--- src/rtl/seg_scan_pkg.sv ---
package seg_scan_pkg;

   localparam int unsigned SEG_W = 7;
   localparam int unsigned HEX_W = 4;

   typedef logic [SEG_W-1:0] seg_t;

   // Lit (active-high) shape for one hex value, bit order {g,f,e,d,c,b,a}
   function automatic seg_t hex_shape(input logic [HEX_W-1:0] v);
      seg_t s;
      unique case (v)
         4'h0: s = 7'b011_1111;
         4'h1: s = 7'b000_0110;
         4'h2: s = 7'b101_1011;
         4'h3: s = 7'b100_1111;
         4'h4: s = 7'b110_0110;
         4'h5: s = 7'b110_1101;
         4'h6: s = 7'b111_1101;
         4'h7: s = 7'b000_0111;
         4'h8: s = 7'b111_1111;
         4'h9: s = 7'b110_1111;
         4'hA: s = 7'b111_0111;
         4'hB: s = 7'b111_1100;
         4'hC: s = 7'b011_1001;
         4'hD: s = 7'b101_1110;
         4'hE: s = 7'b111_1001;
         default: s = 7'b111_0001;
      endcase
      return s;
   endfunction

endpackage

--- src/rtl/scan_slot_timer.sv ---
// Counts the cycles of one digit slot: blanking cycles first, then on-time.
module scan_slot_timer #(
   parameter int unsigned BLANK_CYCLES     = 2,
   parameter int unsigned CYCLES_PER_DIGIT = 4
) (
   input  logic clk_i,
   input  logic rst_i,
   output logic slot_end_o,   // current cycle is the last of the slot
   output logic load_o,       // current cycle is the first blanking cycle
   output logic lit_next_o    // next cycle belongs to the on-time
);

   localparam int unsigned SLOT_LEN = BLANK_CYCLES + CYCLES_PER_DIGIT;
   localparam int unsigned CNT_W    = (SLOT_LEN > 2) ? $clog2(SLOT_LEN) : 2;
   localparam logic [CNT_W-1:0] LAST_IDX  = CNT_W'(SLOT_LEN - 1);
   localparam logic [CNT_W-1:0] FIRST_LIT = CNT_W'(BLANK_CYCLES);

   logic [CNT_W-1:0] cnt_q;
   logic [CNT_W-1:0] cnt_d;

   always_comb begin
      slot_end_o = (cnt_q == LAST_IDX);
      cnt_d      = slot_end_o ? '0 : cnt_q + 1'b1;
      load_o     = (cnt_q == '0);
      lit_next_o = (cnt_d >= FIRST_LIT);
   end

   always_ff @(posedge clk_i) begin
      if (rst_i) cnt_q <= '0;
      else       cnt_q <= cnt_d;
   end

endmodule

--- src/rtl/digit_ring.sv ---
// One-hot ring that selects the current digit; rotates left once per slot.
module digit_ring #(
   parameter int unsigned NUM_DIGITS = 4
) (
   input  logic                  clk_i,
   input  logic                  rst_i,
   input  logic                  advance_i,
   output logic [NUM_DIGITS-1:0] ring_o
);

   localparam logic [NUM_DIGITS-1:0] RING_INIT = NUM_DIGITS'(1);

   logic [NUM_DIGITS-1:0] ring_q;

   generate
      if (NUM_DIGITS == 1) begin : g_single
         always_ff @(posedge clk_i) ring_q <= RING_INIT;
      end else begin : g_rotate
         always_ff @(posedge clk_i) begin
            if (rst_i)          ring_q <= RING_INIT;
            else if (advance_i) ring_q <= {ring_q[NUM_DIGITS-2:0], ring_q[NUM_DIGITS-1]};
         end
      end
   endgenerate

   assign ring_o = ring_q;

endmodule

--- src/rtl/digit_select.sv ---
// AND-OR selection of the digit value and dot request named by the one-hot ring.
module digit_select #(
   parameter int unsigned NUM_DIGITS = 4,
   parameter int unsigned VAL_W      = 4
) (
   input  logic [NUM_DIGITS-1:0]       ring_i,
   input  logic [NUM_DIGITS*VAL_W-1:0] digits_i,
   input  logic [NUM_DIGITS-1:0]       dots_i,
   output logic [VAL_W-1:0]            val_o,
   output logic                        dot_o
);

   logic [VAL_W-1:0] masked [NUM_DIGITS];

   generate
      for (genvar k = 0; k < NUM_DIGITS; k++) begin : g_mask
         assign masked[k] = digits_i[k*VAL_W +: VAL_W] & {VAL_W{ring_i[k]}};
      end
   endgenerate

   always_comb begin
      val_o = '0;
      for (int k = 0; k < NUM_DIGITS; k++) val_o = val_o | masked[k];
      dot_o = |(dots_i & ring_i);
   end

endmodule

--- src/rtl/seg_out_stage.sv ---
// Output registers: enables follow the slot phase; the pattern loads once per slot.
module seg_out_stage
   import seg_scan_pkg::*;
#(
   parameter int unsigned NUM_DIGITS = 4
) (
   input  logic                  clk_i,
   input  logic                  rst_i,
   input  logic                  load_i,
   input  logic                  lit_next_i,
   input  logic [NUM_DIGITS-1:0] ring_i,
   input  logic [HEX_W-1:0]      val_i,
   input  logic                  dot_i,
   output logic [SEG_W-1:0]      seg_n_o,
   output logic                  dp_n_o,
   output logic [NUM_DIGITS-1:0] en_o
);

   seg_t                  seg_q;
   logic                  dp_q;
   logic [NUM_DIGITS-1:0] en_q;

   always_ff @(posedge clk_i) begin
      if (rst_i) begin
         en_q  <= '0;
         seg_q <= '1;
         dp_q  <= 1'b1;
      end else begin
         en_q <= lit_next_i ? ring_i : '0;
         if (load_i) begin
            seg_q <= ~hex_shape(val_i);
            dp_q  <= ~dot_i;
         end
      end
   end

   assign seg_n_o = seg_q;
   assign dp_n_o  = dp_q;
   assign en_o    = en_q;

endmodule

--- src/rtl/seg_scan_driver.sv ---
module seg_scan_driver
   import seg_scan_pkg::*;
#(
   parameter int unsigned NUM_DIGITS       = 4,
   parameter int unsigned CLK_HZ           = 250_000_000,
   parameter int unsigned MIN_FRAME_HZ     = 30,
   parameter int unsigned CYCLES_PER_DIGIT = 1_000_000,
   parameter int unsigned BLANK_CYCLES     = 16
) (
   input  logic                        clk_i,
   input  logic                        rst_i,
   input  logic [NUM_DIGITS*HEX_W-1:0] digits_i,
   input  logic [NUM_DIGITS-1:0]       dots_i,
   output logic [SEG_W-1:0]            seg_n_o,
   output logic                        dp_n_o,
   output logic [NUM_DIGITS-1:0]       dig_en_o
);

   localparam longint unsigned SLOT_LEN    = longint'(BLANK_CYCLES) + longint'(CYCLES_PER_DIGIT);
   localparam longint unsigned FRAME_LEN   = longint'(NUM_DIGITS) * SLOT_LEN;
   localparam longint unsigned FRAME_LIMIT = longint'(CLK_HZ) / longint'(MIN_FRAME_HZ);

   // parameter legality, checked at elaboration
   generate
      if (NUM_DIGITS != 4) begin : g_bad_digits
         $error("seg_scan_driver: NUM_DIGITS must be 4");
      end
      if (BLANK_CYCLES < 2) begin : g_bad_blank
         $error("seg_scan_driver: BLANK_CYCLES must be at least 2");
      end
      if (CYCLES_PER_DIGIT < 1) begin : g_bad_on
         $error("seg_scan_driver: CYCLES_PER_DIGIT must be at least 1");
      end
      if (MIN_FRAME_HZ == 0 || FRAME_LEN > FRAME_LIMIT) begin : g_bad_rate
         $error("seg_scan_driver: frame longer than the minimum refresh period");
      end
   endgenerate

   logic                  slot_end;
   logic                  load;
   logic                  lit_next;
   logic [NUM_DIGITS-1:0] ring;
   logic [HEX_W-1:0]      sel_val;
   logic                  sel_dot;

   scan_slot_timer #(
      .BLANK_CYCLES     (BLANK_CYCLES),
      .CYCLES_PER_DIGIT (CYCLES_PER_DIGIT)
   ) u_timer (
      .clk_i      (clk_i),
      .rst_i      (rst_i),
      .slot_end_o (slot_end),
      .load_o     (load),
      .lit_next_o (lit_next)
   );

   digit_ring #(
      .NUM_DIGITS (NUM_DIGITS)
   ) u_ring (
      .clk_i     (clk_i),
      .rst_i     (rst_i),
      .advance_i (slot_end),
      .ring_o    (ring)
   );

   digit_select #(
      .NUM_DIGITS (NUM_DIGITS),
      .VAL_W      (HEX_W)
   ) u_select (
      .ring_i   (ring),
      .digits_i (digits_i),
      .dots_i   (dots_i),
      .val_o    (sel_val),
      .dot_o    (sel_dot)
   );

   seg_out_stage #(
      .NUM_DIGITS (NUM_DIGITS)
   ) u_out (
      .clk_i      (clk_i),
      .rst_i      (rst_i),
      .load_i     (load),
      .lit_next_i (lit_next),
      .ring_i     (ring),
      .val_i      (sel_val),
      .dot_i      (sel_dot),
      .seg_n_o    (seg_n_o),
      .dp_n_o     (dp_n_o),
      .en_o       (dig_en_o)
   );

endmodule

--- config.mk ---
export PLATFORM = sky130hd
export DESIGN_NAME = seg_scan_driver
export DESIGN_NICKNAME = d
export VERILOG_FILES = /design/src/rtl/seg_scan_pkg.sv /design/src/rtl/scan_slot_timer.sv /design/src/rtl/digit_ring.sv /design/src/rtl/digit_select.sv /design/src/rtl/seg_out_stage.sv /design/src/rtl/seg_scan_driver.sv
export SDC_FILE = /design/constraint.sdc
export NUM_CORES = 1
export LEC_CHECK = 0
export ABC_CLOCK_PERIOD_IN_PS = 2400
export BUFFER_PORTS_ARGS = -buffer_cell sky130_fd_sc_hd__buf_4
export CORE_MARGIN = 3
export CORE_UTILIZATION = 56
export DETAILED_ROUTE_END_ITERATION = 6
export PLACE_DENSITY_LB_ADDON = 0.12
export SYNTH_ARGS = -nofsm -noshare
export SYNTH_HDL_FRONTEND = slang
export SYNTH_HIERARCHICAL = 1
export SYNTH_SLANG_ARGS = --single-unit
--- constraint.sdc ---
create_clock -name clk_i -period 2.4 [get_ports clk_i]
set_input_delay 0.48 -clock clk_i [delete_from_list [all_inputs] [get_ports clk_i]]
set_output_delay 0.48 -clock clk_i [all_outputs]
set_load 0.1 [all_outputs]
# [Word level (Yosys, flattened, before mapping)]
# Memories as Yosys holds them, arrays and structs flattened.
# Index checks and enable logic that the tools add are counted.
[totals] input_bits=22 output_inout_bits=12 reg_bits=36 wordCells=26 mem_bits_ro=112 memories=1
[classes] order_cmp=1 addsub=1 mux=3 n_reduce_logical=3 n_bitwise=11 n_eq_ne=1
[mem_list] name="(name not given)" depth=16 width=7 read_ports=1 rd_clocked_by_memory_dff=0 write_ports=0 line="seg_scan_pkg.sv:11" rtl="unique case (v)"
[op_table] cell="adder 20 x 1 -> 20 bit (second input constant)" n=1
[op_table] cell="AND 4 bit" n=5
[op_table] cell="== test 20 bit (second input constant)" n=1
[op_table] cell=">= comparator 20 x 5 -> 1 bit (second input constant)" n=1
[op_table] cell="logical NOT 20 bit" n=1
[op_table] cell="2-to-1 mux 20 bit" n=1
[op_table] cell="2-to-1 mux 7 bit" n=2
[op_table] cell="OR 4 bit" n=3
[op_table] cell="NOT 7 bit" n=1
[op_table] cell="OR reduction 4 bit" n=1
[op_table] cell="NOT 1 bit" n=2
[op_table] cell="OR reduction 2 bit" n=1

# [Longest topological paths before layout]
# Gate-level depths: netlist of run 1.
# An unclocked memory read counts as a cell.
[depth] depth_word=8 depth_mapped=9 mapped_depth_nobuf=9

# [By module]
# The synthesis of run 1 kept the hierarchy.
[by_module_without_submodules] module="scan_slot_timer" area_each_um2=1214.9 cells_per_inst=150 seq_area_each_um2=400.4 n_inst=1
[by_module_without_submodules] module="seg_out_stage" area_each_um2=646.9 cells_per_inst=71 seq_area_each_um2=240.2 n_inst=1
[by_module_without_submodules] module="digit_ring" area_each_um2=143.9 cells_per_inst=13 seq_area_each_um2=80.1 n_inst=1
[by_module_without_submodules] module="digit_select" area_each_um2=93.8 cells_per_inst=15 seq_area_each_um2=0.0 n_inst=1

# [Worst setup path after synthesis of run 1]
# No wires, ideal clock.
[synth_timing] path_type="reg-to-reg" from="register u_timer.cnt_q[0]" to="register u_out.en_q[3], in the netlist u_out/en_o[3]" n_path_buf=0 arrival_ps=2011 required_time_ps=2341 stages_incl_launch_ff=10 setup_slack_ps=330 setup_ps=59 synth_period_minus_slack_ps=2070 cell_sequence="dfxtp_1 > ha_1 > nand2_1 > nor4_4 > and3_4 > nor3_1 > or3_1 > nand4_1 > nor2b_1 > and2_1"
[synth_via] elab_chain_len=5 elab_cells_between_ends=6 cone_classes="add/sub (1); order compare (1); eq/ne (1); mux (1); bitwise (1); reduce/logical (1)"
[synth_lines] item="start, declared" line="scan_slot_timer.sv:18" rtl="logic [CNT_W-1:0] cnt_q;"
[synth_lines] item="start signal, assigned" line="scan_slot_timer.sv:30" rtl="else cnt_q <= cnt_d;"
[synth_lines] item="adder 20 x 1 -> 20 bit or == test 20 bit (tied branches)" line="scan_slot_timer.sv:23, scan_slot_timer.sv:22"
[synth_lines] item="2-to-1 mux 20 bit (*)" line="scan_slot_timer.sv:23" rtl="cnt_d = slot_end_o ? '0 : cnt_q + 1'b1;"
[synth_lines] item=">= comparator 20 x 5 -> 1 bit (*)" line="scan_slot_timer.sv:25" rtl="lit_next_o = (cnt_d >= FIRST_LIT);"
[synth_lines] item="via lit_next" line="seg_scan_driver.sv:41" rtl="logic lit_next;"
[synth_lines] item="NOT 1 bit (no line) (*)"
[synth_lines] item="OR reduction 2 bit (no line) (*)"
[synth_lines] item="end signal, assigned" line="seg_out_stage.sv:29" rtl="en_q <= lit_next_i ? ring_i : '0;"
[synth_lines] item="end, declared" line="seg_out_stage.sv:21" rtl="logic [NUM_DIGITS-1:0] en_q;"
# The timed path passes the listed nets; every way through them passes the cells marked *.
# A chain may end at the register's enable or synchronous reset.

# [Final worst setup path of run 1]
[layout_timing] from="register u_timer.cnt_q[0]" to="register u_out.en_q[0], in the netlist u_out/en_o[0]"
# The elaborated chain is that of the path after synthesis.

==> impl_metrics.ini, run 1 <==
[synth]
synth_common_cells = 36 x dfxtp_1, 33 x nor2_1, 17 x nand2_1
yosysWarnings = 6
syn_nets = 279
synth.distinct_cells = 50
synth_top_area_cell = dfxtp_1
synth-main-ff-cell = dfxtp_1
syn_avg_cell_area_sq_um = 8.432
ys_top_cells_by_area = dfxtp_1 34%, nor2_1 5.9%, xnor2_1 5.8%, ha_1 4.8%, a22oi_1 3.9%
synth_edf_count = 0
yosysMostFrequentCell = dfxtp_1
ys_seq_area_frac = 0.3433
ys_seq_elements = 36
ys_async_sr_fraction = 0
synthesis.instances = 249
mappedNetlistArea_sq_um = 2100
yosysTopAreaCellShare = 0.3433

[drt]
drcViolationCount = 0
vias = 1883
wl_mm = 4.777
final_antenna_net_count = 0
wl_per_cell_um = 14.56
drt_iter0_drc = 196
wl_met1_mm = 2.262
highest_layer = met4
firstDrtPassIters = 4
routed-wl-met3_um = 344
wl_met2_mm = 2.105
viasPerCell = 5.741

[grt]
grt_pass1_wl_mm = 7.617
grt_use_total = 0.2243
grt_antenna_before_repair = 0
grt_max_degree = 20
grt_pass1_vias = 1652
grt-ovfl-total = 0

[worst_setup_path]
worstPathMaxFanout = 5
cp-end-kind = flip-flop
critPathBufInv = 0
crit_family = simple AND/OR/NAND/NOR gates
crit_required_ps = 2630
startpoint_type = flip-flop
critPathKind = flip-flop to flip-flop
cp_cell_sequence = ha_1 -> nand2_1 -> nor4_4 -> and3_4 -> nor3_1 -> or3_1 -> nand4_1 -> nor2b_2 -> and2_1
cpPeakStageDelay_ps = 390
crit_arrival_ps = 2390
critical-path-slowest-cell = dfxtp_1

[placement]
dp_cells = 320
placed_area_sq_um = 2371
dp.final_hpwl_mm = 3.510
pre_cts_slack_ps = 233.1
gp_congestion = 0.8520
port_buffers = 33

[run_status]
outcome = finished clean

[sta]
slew_headroom = 0.6771
finalSetupTns_ps = 0
hold_viol_final = 0
setup_violations = 0
tightest_slew_ps = 482.6
drv_slew = 0
period_needed_ps = 2166
rsz0062_at_grt = false
layout_setup_ws_ps = 233.9
clock.fmax_ghz = 0.4617
finalCritPeriodShare = 0.9026
clock_skew_ps = 5.531

[floorplan]
rows = 21
die_w_um = 67.23
ioPinCount = 34
fp.coreArea_sq_um = 3468
die_area_sq_um = 4520
die_h_um = 67.23
start_util = 0.6053

[clock_network]
ctsRootBufferMaster = clkbuf_8
cts_buffers = 5
clkLatencyLatePin_ps = 290
clkTransAtPathRegs_ps = 70
cts_setup_buffers = 0
cts_tree = yes
cts.path.max_buffers = 2
cts-htree-levels = 2
clock-sinks = 36

[min_path]
min_path_type = flip-flop to flip-flop

[power]
power.leakage_nw = 1.022
peakVddDrop_mv = 0.4118
power.density_nw_per_um2 = 608.3

[final_layout]
num-nets-final = 311
antennaDiodeCount = 0
area_growth_pct = 19.43
drive_above_1_share = 0.2234
utilization = 0.7229
final_cell_area_sq_um = 2507
layoutNonFillerInstCount = 328

[flow_run]
drv_cap = 0
metrics by stage:
stage	total power, mW	hold slack (ps)
after CTS	1.533	490.8
final	1.525	489.1
after global routing	1.581	503.2
after detailed placement	0.9518	472.1
after global placement	0.9487	455.5
after floorplan	0.8709	436.9
cell families (layout without fill, tap and decap cells):
kind of cell	count (synthesis)	in the layout	share of synthesized area
AO/OA/AOI/OAI	35	35	0.1174
XOR/XNOR	21	21	0.08761
adder cells (fa/ha/maj)	8	8	0.04768
buffers and inverters	25	58	0.06078
flip-flops	36	36	0.3433
multiplexers	9	9	0.04351
AND/OR/NAND/NOR	115	115	0.2998
routing by layer:
metal,vias to the layer above,track usage
met5,-,0
met4,0,0.08861
met3,6,0.06323
met2,70,0.3178
met1,870,0.3181
li1,937,-
cell type report:
cell class	instances	area [sq um]
multi-input cells	188	1260
fillers	288	960.9
flip-flops and latches	36	721.9
repair buffers	41	307.8
clock buffers	7	96.34
well taps	46	57.56
inverters	9	33.78
clock inverters	1	30.03
worst register-to-register path, stage by stage (launching register included):
cell and delay [ps]:
dfxtp_1 390, ha_1 180, nand2_1 110, nor4_4 360, and3_4 240, nor3_1 40, or3_1 340, nand4_1 90
nor2b_2 190, and2_1 150
layout by cell type (no fill, tap or decap), types with 8 or more instances in the layout:
| master | synthesis | layout |
|---|---|---|
| a22oi_1 | 11 | 11 |
| buf_4 | 1 | 41 |
| dfxtp_1 | 36 | 35 |
| ha_1 | 8 | 8 |
| inv_1 | 9 | 9 |
| mux2i_1 | 8 | 8 |
| nand2_1 | 17 | 17 |
| nand3_1 | 12 | 12 |
| nor2_1 | 33 | 33 |
| nor3_1 | 10 | 10 |
| xnor2_1 | 14 | 14 |
state kept, by name (all words and copies together), names as in the netlist:
register,count
u_timer/cnt_q,20
u_out/seg_n_o,7
u_ring/ring_o,4
u_out/dp_n_o,1
u_out/en_o,4
power by group:
part | switching [mW] | leakage (nW) | internal [mW]
clock network | 0.219 | 0.0645 | 0.367
logic | 0.211 | 0.665 | 0.0938
registers | 0.0150 | 0.293 | 0.620
total | 0.445 | 1.02 | 1.08
timing repair:
item | CTS | global route
hold buffers | 0 | 0
setup endpoints to repair | 0 | 4
resized for setup | 0 | 3
hold endpoints to repair | 0 | 0
final timing paths:
| check | slack (ps) | endpoint | depth (start not counted) | from |
|---|---|---|---|---|
| setup / recovery | 230 | u_out/en_o[0] | 9 | u_timer/cnt_q[0] |
| hold / removal | 490 | u_timer/cnt_q[0] | 1 | u_timer/cnt_q[0] |
| setup reg to reg | 230 | u_out/en_o[0] | 9 | u_timer/cnt_q[0] |
| hold reg to reg | 490 | u_timer/cnt_q[0] | 1 | u_timer/cnt_q[0] |
(Power assumes the default switching activity.)
==> inputs of run 2 (changes only) <==
ABC_CLOCK_PERIOD_IN_PS = 1900   (was 2400)
CORE_UTILIZATION = 51   (was 56)
clock period = 1.9 ns   (was 2.4 ns; I/O delays follow)
==> run 2 against run 1 <==
The flow now finishes with violations (negative setup slack). Critical path depth did not move. Final cell count increased by 16%. First-iteration DRC count down 22%. Critical path type unchanged. Global-route usage grew 1.2 points. Clock skew grew 2.3 ps. Clock-buffer cell count is 1 lower.
==> impl_metrics.ini, run 2 (synthesis gave the netlist of run 1 again) <==
[clock_network]
ctsRootBufferMaster = clkbuf_8
clock-sinks = 36
cts.path.max_buffers = 2
cts_buffers = 5
cts_hold_buf = 0
cts-htree-levels = 2
clkLatencyLatePin_ps = 290
cts_tree = yes
clkTransAtPathRegs_ps = 70

[worst_setup_path]
cp-end-kind = flip-flop
cpPeakStageDelay_ps = 370
crit_arrival_ps = 2190
crit_required_ps = 2140
r2r_start = u_timer/cnt_q[0]
setup.worst_path.start = u_timer/cnt_q[0]
crit_cells = 9
crit_family = simple AND/OR/NAND/NOR gates
reg2regPathDepth = 9
cp_cell_sequence = ha_4 -> nand2_4 -> nor4_4 -> and3_4 -> nor3_2 -> or3_1 -> nand4_1 -> nor2b_4 -> and2_4
critPathBufInv = 0
worstPathMaxFanout = 4
critical-path-slowest-cell = dfxtp_4
critPathKind = flip-flop to flip-flop
startpoint_type = flip-flop

[floorplan]
rows = 22
die_h_um = 70.16
ioPinCount = 34
die_w_um = 70.16
fp.coreArea_sq_um = 3826
die_area_sq_um = 4922
start_util = 0.5487

[drt]
final_antenna_net_count = 0
drt_iter0_drc = 152
viasPerCell = 5.603
wl_per_cell_um = 15.58
firstDrtPassIters = 5
drcViolationCount = 0
wl_mm = 5.920
vias = 2129

[sta]
clock_skew_ps = 7.782
period_needed_ps = 1950
drv_slew = 0
timing.hold.ws_ps = 437.4
tightest_slew_ps = 343.2
hold_viol_final = 0
layout_setup_ws_ps = -50.23
finalSetupTns_ps = -162.0
finalCritPeriodShare = 1.026
setup_violations = 4
rsz0062_at_grt = true
slew_headroom = 0.7706
clock.fmax_ghz = 0.5128

[flow_run]
drv_cap = 0

[final_layout]
layout_common_cells = 88 x buf_4, 30 x nor2_1, 22 x dfxtp_1
num-nets-final = 362
area_growth_pct = 45.05
drive_above_1_share = 0.4337
largest_register_ffs = 20
num-fill-cells = 257
antennaDiodeCount = 0
final_common_cell = buf_4
regMostFlops = u_timer/cnt_q

[power]
power.leakage_nw = 1.315
power.density_nw_per_um2 = 580.7
peakVddDrop_mv = 0.3902

[min_path]
min_path_type = input pin to flip-flop
holdPathStages = 2
min_from = rst_i

[placement]
gp_congestion = 0.8615
port_buffers = 33
dp.final_hpwl_mm = 4.074

[grt]
grt_use_total = 0.2360
grt_pass1_vias = 2069
grt_antenna_before_repair = 0
grt-ovfl-total = 0
grt_max_degree = 20
grt_pass1_wl_mm = 9.466

[run_status]
outcome = finished, violations left
violations = negative setup slack
[run 2: cell count changes in the layout (fill, tap and decap cells not counted), sizes merged]
cell,before,now
bufinv,1,0
clkbuf,7,6
buf,41,92
clkinv,0,1
[run 2: final cells by class]
type                    instances  area, sq um  share of cell area
inverters                       9        33.78             0.01109
multi-input cells             188         1400              0.4597
flip-flops and latches         36        755.7              0.2482
well taps                      48        60.06             0.01972
clock inverters                 1        5.005            0.001643
repair buffers                 92        718.2              0.2358
clock buffers                   6        72.57             0.02383
[run 2: final timing paths]
| kind | slack [ps] | endpoint |
|---|---|---|
| setup / recovery | -50 | u_out/en_o[3] |
| hold / removal | 440 | u_timer/cnt_q[11] |
| setup reg to reg | -50 | u_out/en_o[3] |
| hold reg to reg | 440 | u_timer/cnt_q[0] |
[run 2: per-stage QoR]
stage          area (sq um)  power, mW  cells  utilization  setup WS [ps]
6_report               3045      1.768    380       0.7959         -50.23
5_1_grt                3045      1.841    380       0.7959         -138.4
4_1_cts                2907      1.740    375       0.7596          5.120
3_5_place_dp           2739      1.228    366       0.7158         -131.3
3_3_place_gp           2739      1.223    366       0.7158         -35.00
2_1_floorplan          2127      1.104    249            -          27.22
[run 2: power breakdown]
group | switching [mW] | internal (mW) | leakage, nW
Sequential | 0.0207 | 0.776 | 0.302
Combinational | 0.287 | 0.160 | 0.973
Clock | 0.275 | 0.249 | 0.0410
[run 2: worst register-to-register path: stages, from the launching register on]
cell and delay (ps):
dfxtp_4 370, ha_4 150, nand2_4 70, nor4_4 290, and3_4 260, nor3_2 40
or3_1 340, nand4_1 80, nor2b_4 160, and2_4 140
[run 2: routing by layer]
metal / up-vias / share of wire / GRT usage
met1: 1020 / 0.43 / 0.3126
met4: 0 / 0.013 / 0.05319
met2: 62 / 0.50 / 0.3977
li1: 1037 / - / -
met3: 10 / 0.056 / 0.04317
met5: - / 0 / 0
[run 2: what timing repair did]
action	in CTS	in global routing
pin swaps	6	13
gates resized for setup	22	28
endpoints found under the hold margin	0	0
setup endpoints to repair	12	24
setup buffers	2	5
